$ cat src/rtl/tap_pkg.sv
`timescale 1ns/1ps
package tap_pkg;

  localparam int IR_W = 4;

  typedef enum logic [3:0] {
    ST_TLR, ST_RTI,
    ST_SEL_DR, ST_CAP_DR, ST_SH_DR, ST_EX1_DR, ST_PAU_DR, ST_EX2_DR, ST_UPD_DR,
    ST_SEL_IR, ST_CAP_IR, ST_SH_IR, ST_EX1_IR, ST_PAU_IR, ST_EX2_IR, ST_UPD_IR
  } tap_state_e;

  typedef enum logic [1:0] {
    DR_BYP, DR_ID, DR_RST, DR_BSC
  } dr_sel_e;

  localparam logic [IR_W-1:0] OP_EXTEST = 4'h0;
  localparam logic [IR_W-1:0] OP_IDCODE = 4'h1;
  localparam logic [IR_W-1:0] OP_SAMPLE = 4'h2;
  localparam logic [IR_W-1:0] OP_SYSRST = 4'hC;
  localparam logic [IR_W-1:0] OP_BYPASS = 4'hF;

  localparam logic [IR_W-1:0] IR_CAPTURE_PAT = 4'b0001;

endpackage

$ cat src/rtl/tap_fsm.sv
`timescale 1ns/1ps
module tap_fsm
  import tap_pkg::*;
(
  input  logic       tck,
  input  logic       trst_n,
  input  logic       tms,
  output tap_state_e state
);

  tap_state_e state_q, state_d;

  always_comb begin
    state_d = state_q;
    unique case (state_q)
      ST_TLR:    state_d = tms ? ST_TLR    : ST_RTI;
      ST_RTI:    state_d = tms ? ST_SEL_DR : ST_RTI;
      ST_SEL_DR: state_d = tms ? ST_SEL_IR : ST_CAP_DR;
      ST_CAP_DR: state_d = tms ? ST_EX1_DR : ST_SH_DR;
      ST_SH_DR:  state_d = tms ? ST_EX1_DR : ST_SH_DR;
      ST_EX1_DR: state_d = tms ? ST_UPD_DR : ST_PAU_DR;
      ST_PAU_DR: state_d = tms ? ST_EX2_DR : ST_PAU_DR;
      ST_EX2_DR: state_d = tms ? ST_UPD_DR : ST_SH_DR;
      ST_UPD_DR: state_d = tms ? ST_SEL_DR : ST_RTI;
      ST_SEL_IR: state_d = tms ? ST_TLR    : ST_CAP_IR;
      ST_CAP_IR: state_d = tms ? ST_EX1_IR : ST_SH_IR;
      ST_SH_IR:  state_d = tms ? ST_EX1_IR : ST_SH_IR;
      ST_EX1_IR: state_d = tms ? ST_UPD_IR : ST_PAU_IR;
      ST_PAU_IR: state_d = tms ? ST_EX2_IR : ST_PAU_IR;
      ST_EX2_IR: state_d = tms ? ST_UPD_IR : ST_SH_IR;
      ST_UPD_IR: state_d = tms ? ST_SEL_DR : ST_RTI;
      default:   state_d = ST_TLR;
    endcase
  end

  always_ff @(posedge tck or negedge trst_n) begin
    if (!trst_n) state_q <= ST_TLR;
    else         state_q <= state_d;
  end

  assign state = state_q;

  // five high TMS edges always end in Test-Logic-Reset
  p_five_tms_reset_r1: assert property (@(posedge tck) disable iff (!trst_n)
    (tms && $past(tms) && $past(tms, 2) && $past(tms, 3) && $past(tms, 4))
      |=> (state_q == ST_TLR));

endmodule

$ cat src/rtl/tap_ir.sv
`timescale 1ns/1ps
module tap_ir
  import tap_pkg::*;
(
  input  logic       tck,
  input  logic       trst_n,
  input  tap_state_e state,
  input  logic       tdi,
  output logic       ir_so,
  output dr_sel_e    dr_sel,
  output logic       extest_on
);

  logic [IR_W-1:0] ir_sr;
  logic [IR_W-1:0] ir_act;

  always_ff @(posedge tck or negedge trst_n) begin
    if (!trst_n) begin
      ir_sr  <= '0;
      ir_act <= OP_IDCODE;
    end else begin
      unique case (state)
        ST_CAP_IR: ir_sr  <= IR_CAPTURE_PAT;
        ST_SH_IR:  ir_sr  <= {tdi, ir_sr[IR_W-1:1]};
        ST_UPD_IR: ir_act <= ir_sr;
        ST_TLR:    ir_act <= OP_IDCODE;
        default: ;
      endcase
    end
  end

  always_comb begin
    extest_on = 1'b0;
    unique case (ir_act)
      OP_EXTEST: begin dr_sel = DR_BSC; extest_on = 1'b1; end
      OP_IDCODE: dr_sel = DR_ID;
      OP_SAMPLE: dr_sel = DR_BSC;
      OP_SYSRST: dr_sel = DR_RST;
      default:   dr_sel = DR_BYP;
    endcase
  end

  assign ir_so = ir_sr[0];

  // reset state of the controller restores IDCODE
  p_default_idcode_r1: assert property (@(posedge tck) disable iff (!trst_n)
    (state == ST_TLR) |=> (ir_act == OP_IDCODE));

  // capture pattern present at the start of Shift-IR
  p_capture_pattern_r2: assert property (@(posedge tck) disable iff (!trst_n)
    (state == ST_CAP_IR) |=> (ir_sr == IR_CAPTURE_PAT));

  // the active instruction moves only at Update-IR or Test-Logic-Reset
  p_ir_holds_r6: assert property (@(posedge tck) disable iff (!trst_n)
    !(state == ST_UPD_IR || state == ST_TLR) |=> $stable(ir_act));

endmodule

$ cat src/rtl/tap_small_dr.sv
`timescale 1ns/1ps
module tap_small_dr
  import tap_pkg::*;
#(
  parameter logic [31:0] ID_VALUE = 32'h25A3_C14B
)(
  input  logic       tck,
  input  logic       trst_n,
  input  tap_state_e state,
  input  logic       tdi,
  input  dr_sel_e    dr_sel,
  output logic       byp_so,
  output logic       id_so,
  output logic       rst_so,
  output logic       rst_hold
);

  localparam int ID_W = $bits(ID_VALUE);

  logic            byp_q;
  logic [ID_W-1:0] id_sr;
  logic            rst_sr;

  always_ff @(posedge tck or negedge trst_n) begin
    if (!trst_n) begin
      byp_q    <= 1'b0;
      id_sr    <= '0;
      rst_sr   <= 1'b0;
      rst_hold <= 1'b0;
    end else begin
      if (state == ST_TLR) rst_hold <= 1'b0;
      unique case (dr_sel)
        DR_BYP: begin
          if (state == ST_CAP_DR)     byp_q <= 1'b0;
          else if (state == ST_SH_DR) byp_q <= tdi;
        end
        DR_ID: begin
          if (state == ST_CAP_DR)     id_sr <= ID_VALUE;
          else if (state == ST_SH_DR) id_sr <= {tdi, id_sr[ID_W-1:1]};
        end
        DR_RST: begin
          if (state == ST_CAP_DR)      rst_sr   <= rst_hold;
          else if (state == ST_SH_DR)  rst_sr   <= tdi;
          else if (state == ST_UPD_DR) rst_hold <= rst_sr;
        end
        default: ;
      endcase
    end
  end

  assign byp_so = byp_q;
  assign id_so  = id_sr[0];
  assign rst_so = rst_sr;

  // ID word loaded whole on capture, ready to leave LSB first
  p_id_capture_r3: assert property (@(posedge tck) disable iff (!trst_n)
    (state == ST_CAP_DR && dr_sel == DR_ID) |=> (id_sr == ID_VALUE));

  // bypass stage starts every scan from 0
  p_bypass_zero_r4: assert property (@(posedge tck) disable iff (!trst_n)
    (state == ST_CAP_DR && dr_sel == DR_BYP) |=> !byp_q);

  // Test-Logic-Reset releases the system reset hold
  p_hold_release_r9: assert property (@(posedge tck) disable iff (!trst_n)
    (state == ST_TLR) |=> !rst_hold);

  // the hold changes only at Update-DR under the reset instruction, or at reset
  p_hold_stable_r7: assert property (@(posedge tck) disable iff (!trst_n)
    !((state == ST_UPD_DR && dr_sel == DR_RST) || state == ST_TLR) |=> $stable(rst_hold));

endmodule

$ cat src/rtl/tap_bscan_chain.sv
`timescale 1ns/1ps
module tap_bscan_chain
  import tap_pkg::*;
#(
  parameter int NPINS = 4
)(
  input  logic             tck,
  input  logic             trst_n,
  input  tap_state_e       state,
  input  logic             tdi,
  input  logic             sel,
  input  logic             extest_on,
  input  logic             rst_hold,
  input  logic [NPINS-1:0] core_pud,
  input  logic [NPINS-1:0] core_oe,
  input  logic [NPINS-1:0] core_out,
  input  logic [NPINS-1:0] pad_in,
  output logic [NPINS-1:0] pad_pud,
  output logic [NPINS-1:0] pad_oe,
  output logic [NPINS-1:0] pad_out,
  output logic             chain_so
);

  localparam int CELLS = 4;
  localparam int CHAIN = CELLS * NPINS;

  logic [CHAIN-1:0] cap_vec;
  logic [CHAIN-1:0] chain_sr;
  logic [NPINS-1:0] lat_pud, lat_oe, lat_out;

  always_ff @(posedge tck or negedge trst_n) begin
    if (!trst_n) begin
      chain_sr <= '0;
    end else if (sel) begin
      if (state == ST_CAP_DR)     chain_sr <= cap_vec;
      else if (state == ST_SH_DR) chain_sr <= {tdi, chain_sr[CHAIN-1:1]};
    end
  end

  for (genvar p = 0; p < NPINS; p++) begin : g_pin
    assign cap_vec[CELLS*p + 0] = core_pud[p];
    assign cap_vec[CELLS*p + 1] = core_oe[p];
    assign cap_vec[CELLS*p + 2] = core_out[p];
    assign cap_vec[CELLS*p + 3] = pad_in[p];

    always_ff @(posedge tck or negedge trst_n) begin
      if (!trst_n) begin
        lat_pud[p] <= 1'b0;
        lat_oe[p]  <= 1'b0;
        lat_out[p] <= 1'b0;
      end else if (sel && state == ST_UPD_DR) begin
        lat_pud[p] <= chain_sr[CELLS*p + 0];
        lat_oe[p]  <= chain_sr[CELLS*p + 1];
        lat_out[p] <= chain_sr[CELLS*p + 2];
      end
    end

    always_comb begin
      if (extest_on) begin
        pad_pud[p] = lat_pud[p];
        pad_oe[p]  = lat_oe[p];
        pad_out[p] = lat_out[p];
      end else begin
        pad_pud[p] = core_pud[p];
        pad_oe[p]  = rst_hold ? 1'b0 : core_oe[p];
        pad_out[p] = core_out[p];
      end
    end

    // Update-DR copies the output cells of this pin into its latches
    p_latch_update_r5: assert property (@(posedge tck) disable iff (!trst_n)
      (sel && state == ST_UPD_DR) |=>
        (lat_out[p] == $past(chain_sr[CELLS*p + 2])) &&
        (lat_oe[p]  == $past(chain_sr[CELLS*p + 1])));

    // outside Update-DR the latches the pads may see do not move
    p_latch_hold_r6: assert property (@(posedge tck) disable iff (!trst_n)
      !(sel && state == ST_UPD_DR) |=> ($stable(lat_out[p]) && $stable(lat_oe[p])));
  end

  assign chain_so = chain_sr[0];

endmodule

$ cat src/rtl/tap_scan_unit.sv
`timescale 1ns/1ps
module tap_scan_unit
  import tap_pkg::*;
#(
  parameter int          NPINS    = 4,
  parameter logic [31:0] ID_VALUE = 32'h25A3_C14B
)(
  input  logic             tck,
  input  logic             trst_n,
  input  logic             tms,
  input  logic             tdi,
  output logic             tdo,
  output logic             tdo_en,
  input  logic [NPINS-1:0] core_pud,
  input  logic [NPINS-1:0] core_oe,
  input  logic [NPINS-1:0] core_out,
  input  logic [NPINS-1:0] pad_in,
  output logic [NPINS-1:0] pad_pud,
  output logic [NPINS-1:0] pad_oe,
  output logic [NPINS-1:0] pad_out,
  output logic             sys_reset_hold
);

  tap_state_e state;
  dr_sel_e    dr_sel;
  logic       extest_on, ir_so;
  logic       byp_so, id_so, rst_so, chain_so;
  logic       dr_so;

  tap_fsm u_fsm (
    .tck    (tck),
    .trst_n (trst_n),
    .tms    (tms),
    .state  (state)
  );

  tap_ir u_ir (
    .tck       (tck),
    .trst_n    (trst_n),
    .state     (state),
    .tdi       (tdi),
    .ir_so     (ir_so),
    .dr_sel    (dr_sel),
    .extest_on (extest_on)
  );

  tap_small_dr #(.ID_VALUE(ID_VALUE)) u_small (
    .tck      (tck),
    .trst_n   (trst_n),
    .state    (state),
    .tdi      (tdi),
    .dr_sel   (dr_sel),
    .byp_so   (byp_so),
    .id_so    (id_so),
    .rst_so   (rst_so),
    .rst_hold (sys_reset_hold)
  );

  tap_bscan_chain #(.NPINS(NPINS)) u_chain (
    .tck       (tck),
    .trst_n    (trst_n),
    .state     (state),
    .tdi       (tdi),
    .sel       (dr_sel == DR_BSC),
    .extest_on (extest_on),
    .rst_hold  (sys_reset_hold),
    .core_pud  (core_pud),
    .core_oe   (core_oe),
    .core_out  (core_out),
    .pad_in    (pad_in),
    .pad_pud   (pad_pud),
    .pad_oe    (pad_oe),
    .pad_out   (pad_out),
    .chain_so  (chain_so)
  );

  always_comb begin
    unique case (dr_sel)
      DR_ID:   dr_so = id_so;
      DR_RST:  dr_so = rst_so;
      DR_BSC:  dr_so = chain_so;
      default: dr_so = byp_so;
    endcase
  end

  always_ff @(negedge tck or negedge trst_n) begin
    if (!trst_n) begin
      tdo    <= 1'b0;
      tdo_en <= 1'b0;
    end else begin
      tdo_en <= (state == ST_SH_IR) || (state == ST_SH_DR);
      if (state == ST_SH_IR)      tdo <= ir_so;
      else if (state == ST_SH_DR) tdo <= dr_so;
      else                        tdo <= 1'b0;
    end
  end

  // output enable seen at a rising edge matches the shift state it followed
  p_tdo_window_r8: assert property (@(posedge tck) disable iff (!trst_n)
    tdo_en == ((state == ST_SH_IR) || (state == ST_SH_DR)));

  // a disabled output stays low
  p_tdo_quiet_r8: assert property (@(posedge tck) disable iff (!trst_n)
    !tdo_en |-> !tdo);

endmodule

$ cat config.mk
export PLATFORM = sky130hd
export DESIGN_NAME = tap_scan_unit
export DESIGN_NICKNAME = d
export VERILOG_FILES = /design/src/rtl/tap_pkg.sv /design/src/rtl/tap_fsm.sv /design/src/rtl/tap_ir.sv /design/src/rtl/tap_small_dr.sv /design/src/rtl/tap_bscan_chain.sv /design/src/rtl/tap_scan_unit.sv
export SDC_FILE = /design/constraint.sdc
export NUM_CORES = 1
export LEC_CHECK = 0
export BUFFER_PORTS_ARGS = -buffer_cell sky130_fd_sc_hd__buf_2
export CAP_MARGIN = 20
export CORE_MARGIN = 4
export CORE_UTILIZATION = 50
export DETAILED_ROUTE_END_ITERATION = 8
export GPL_ROUTABILITY_DRIVEN = 0
export GPL_TIMING_DRIVEN = 0
export PLACE_DENSITY = 0.78
export SYNTH_ARGS = -nofsm -noshare
export SYNTH_HDL_FRONTEND = slang
export SYNTH_HIERARCHICAL = 1
export SYNTH_SLANG_ARGS = --single-unit
$ cat constraint.sdc
create_clock -name tck -period 5.9 [get_ports tck]
set_clock_uncertainty 0.05 [all_clocks]
set_input_delay 1.18 -clock tck [delete_from_list [all_inputs] [get_ports tck]]
set_output_delay 1.18 -clock tck [all_outputs]
set_load 0.01 [all_outputs]
# Word level (Yosys, flattened, before mapping)
# Index checks and enable logic that the tools add are counted.
[totals]
reg_bits = 77
input_bits = 20
output_inout_bits = 15
wordCells = 107
[op_classes]
n_eq_ne = 21
muxes = 48
n_reduce_logical = 16
[ops]
columns = ["operator", "n"]
rows = [
  ["2-to-1 mux 32 bit", 2],
  ["one-hot mux 4 bit (12 select lines)", 1],
  ["equality test 4 bit, second input constant", 9],
  ["2-to-1 mux 16 bit", 2],
  ["2-to-1 mux 1 bit", 30],
  ["equality test 4 x 3 -> 1 bit, second input constant", 4],
  ["2-to-1 mux 4 bit", 4],
  ["one-hot mux 4 bit (2 select lines)", 2],
  ["equality test 4 x 2 -> 1 bit, second input constant", 3],
  ["equality test 4 x 1 -> 1 bit, second input constant", 2],
  ["logical NOT 4 bit", 2],
  ["AND reduction 2 bit", 4],
  ["2-to-1 mux 2 bit", 3],
  ["2-to-1 mux 3 bit", 2],
  ["one-hot mux 2 bit (3 select lines)", 1],
  ["nonzero test 2 bit", 3],
  ["OR reduction 2 bit", 3],
  ["equality test 2 bit, second input constant", 2],
  ["one-hot mux 1 bit (3 select lines)", 1],
  ["OR reduction 3 bit", 1],
  ["equality test 2 x 1 -> 1 bit, second input constant", 1],
  ["logical NOT 2 bit", 1],
  ["logical AND 1 bit", 1],
  ["logical OR 1 bit", 1],
]

# Depth between registers and ports, before layout
[depth]
word_depth = 7
ltp_mapped = 7
mapped_depth_nobuf = 6

# Modules after synthesis
# The synthesis kept the hierarchy.
[modules_own_cells]
columns = ["module", "n_inst", "cells_each", "area_per_inst_um2", "seq_area_each_um2"]
rows = [
  ["tap_small_dr", 1, 136, 1677.9, 875.8],
  ["tap_bscan_chain", 1, 104, 1545.2, 700.7],
  ["tap_ir", 1, 42, 390.4, 201.4],
  ["tap_fsm", 1, 37, 314.1, 100.1],
  ["tap_scan_unit", 1, 9, 116.4, 50.0],
]

==> impl_metrics.tcl <==
set metrics [dict create \
    drc 0 \
    antenna_found_initial 0 \
    r2r-start "u_ir/ir_act[3]" \
    synth_commonest_cells "dfrtp_1, mux2_2, mux2_4, nor2_1, inv_1" \
    place_ws_ns 0.9106 \
    async_reset_ff_share_pct 100.0 \
    hold_viol_final 0 \
    slew_headroom_pct 51.99 \
    cts-htree-levels 3 \
    die_x_um 97.93 \
    cp_num_buf_inv 0 \
    clockBufferDepth 2 \
    cp-start-kind "flop" \
    crit_fanout 6 \
    synth_area_leaders "dfrtp_1, mux2_4, mux2_2" \
    netlist_area_um2 4044 \
    core_area_um2 7807 \
    cp.required_ns 3.08 \
    hold_ws_ns 0.4594 \
    worstSetupPathType "reg2reg" \
    fp.dieH_um 97.93 \
    setup-violations-final 0 \
    clock_latency_ns 0.35 \
    yosysWarningCount 6 \
    syn_avg_cell_area_um2 12.33 \
    arrival_ns 2.21 \
    wl_mm 7.726 \
    path_cells "or2_2 -> a21oi_1 -> mux4_2 -> o2bb2ai_1" \
    start_util_pct 51.79 \
    hold_start "u_chain/lat_out[3]" \
    grt_usage_pct 17.01 \
    via_per_inst 5.455 \
    tightest_slew_ns 0.7146 \
    nets 394 \
    max-vdd-ir-drop_mv 0.3013 \
    ys_types 57 \
    fin_cells 481 \
    placed_cells 465 \
    synth_top_cell_area_share_pct 45.79 \
    rsz0062_at_grt "no" \
    dieArea_um2 9590 \
    syn_inst 328 \
    final.setup.tns_ns 0 \
    synth_seq_area_share_pct 47.68 \
    area_delta_synth_final_pct 13.27 \
    synth_top_area_cell "dfrtp_1" \
    critPathTopFamily "multiplexers" \
    grt_pass1_wl_mm 13.32 \
    cpPeakStageDelay_ns 0.58 \
    power.density_nw_per_um2 494.1 \
    first_pass_iters 4 \
    utilization_pct 58.67 \
    cts.sinks 77 \
    synth_edf_count 0 \
    antennaDiodeCount 0 \
    hpwl_mm 5.283 \
    cts_inserted_buffers 9 \
    routed-wl-met3_um 247 \
    dpl_cell_area_um2 4364 \
    grt_max_degree 40 \
    first_iter_violations 64 \
    power.total_mw 2.263 \
    cts_resized 0 \
    synth_ff_type "dfrtp_1" \
    holdBufCountCts 0 \
    avgRoutedWirePerCell_um 16.06 \
    overflow 0 \
    postCtsSetupBuffers 0 \
    layout-drive-gt1-share_pct 39.84 \
    grt_pass1_vias 2880 \
    startpoint "u_ir/ir_act[3]" \
    cts_tree "built" \
    cap_violations 0 \
    num_vias 2624 \
    syn-num-nets 348 \
    slew_viol_final 0 \
    hold_class "reg2reg" \
    ant_nets 0 \
    synth.most_common_cell "dfrtp_1" \
    critPathCaptureType "flop" \
    stdcell_area_um2 4581 \
    io_pins 35 \
    portBuffers 34 \
    clk_pin_slew_worst_paths_ns 0.07 \
    crit_slowest_cell "mux4_2" \
    worst_slack_ns 0.8635 \
    status "complete, no violations" \
    dr_wl_met2_mm 3.967 \
    row_count 32 \
    wl_met1_mm 3.374 \
    leakage_nw 2.168 \
    root_buffer "clkbuf_8" \
    top_layer "met4" \
    synth_seq_cells 77 \
]
## worst paths after layout
check	cells after the start	slack (ns)	to
max	4	0.86	tdo
max in group asynchronous	2	1.59	tdo
max reg2reg	4	0.86	tdo
min in group asynchronous	1	0.75	u_small/id_sr[4]
min	1	0.46	u_chain/lat_out[3]
min reg2reg	1	0.46	u_chain/lat_out[3]
## power by group
part	total, mW	switching, mW	internal (mW)
sequential	0.880	0.174	0.706
clock	0.429	0.189	0.240
combinational	0.954	0.409	0.546
total	2.26	0.772	1.49
## cells by family after synthesis
family,count (synthesis),synth area share (%)
flip-flops,77,47.68
AND/OR/NAND/NOR,88,12.41
multiplexers,88,27.69
buffers and inverters,36,5.940
AO/OA/AOI/OAI,39,6.281
## worst reg2reg max path, cell delays in order (launching register included)
cell       delay [ns]
dfrtp_1          0.41
or2_2            0.33
a21oi_1          0.42
mux4_2           0.58
o2bb2ai_1        0.14
## area by class of cell
type                            instances  area [µm²]
Multi-Input combinational cell        215        1876
Clock inverter                          5       85.08
Fill cell                             654        3227
Tap cell                              102       127.6
Sequential cell                        77        1928
Clock buffer                           11       131.4
Buffer                                 16       165.2
Timing Repair Buffer                   35       192.7
Inverter                               20       75.07
## layout by cell type, fill, tap and decap left out, types with 2 or more instances in the layout
master     instances
mux2i_1           14
mux2_4            36
buf_4              3
nor3_1             3
a21oi_1           11
dfrtp_1           74
mux2_2            37
nand2_1           12
inv_1             20
o22ai_1            4
bufinv_16          2
clkbuf_8          10
nor2b_1           10
or2_2              2
clkbuf_1           3
nor4b_1            2
buf_6              3
o21ai_0           11
nand3b_1           3
nor2_1            28
buf_12             4
nor3b_1            2
o2bb2ai_1          2
dfrtn_1            2
nand2b_1           8
and2b_2            2
buf_2             37
clkinv_4           2
## layer usage
layer  global-route usage, %  vias to the layer above
met5                       0                        -
met4                   6.603                        0
met3                   4.929                       14
met2                   29.01                       41
met1                   20.28                     1333
li1                        -                     1236
## state kept, by name, indices dropped and copies added (netlist names)
signal	count
u_chain/lat_pud	4
u_chain/lat_out	4
u_small/rst_hold	1
u_chain/chain_sr	16
u_chain/lat_oe	4
u_small/byp_so	1
tdo	1
u_small/rst_so	1
u_small/id_sr	32
u_ir/ir_sr	4
u_ir/ir_act	4
tdo_en	1
u_fsm/state	4
(Power assumes the default switching activity.)
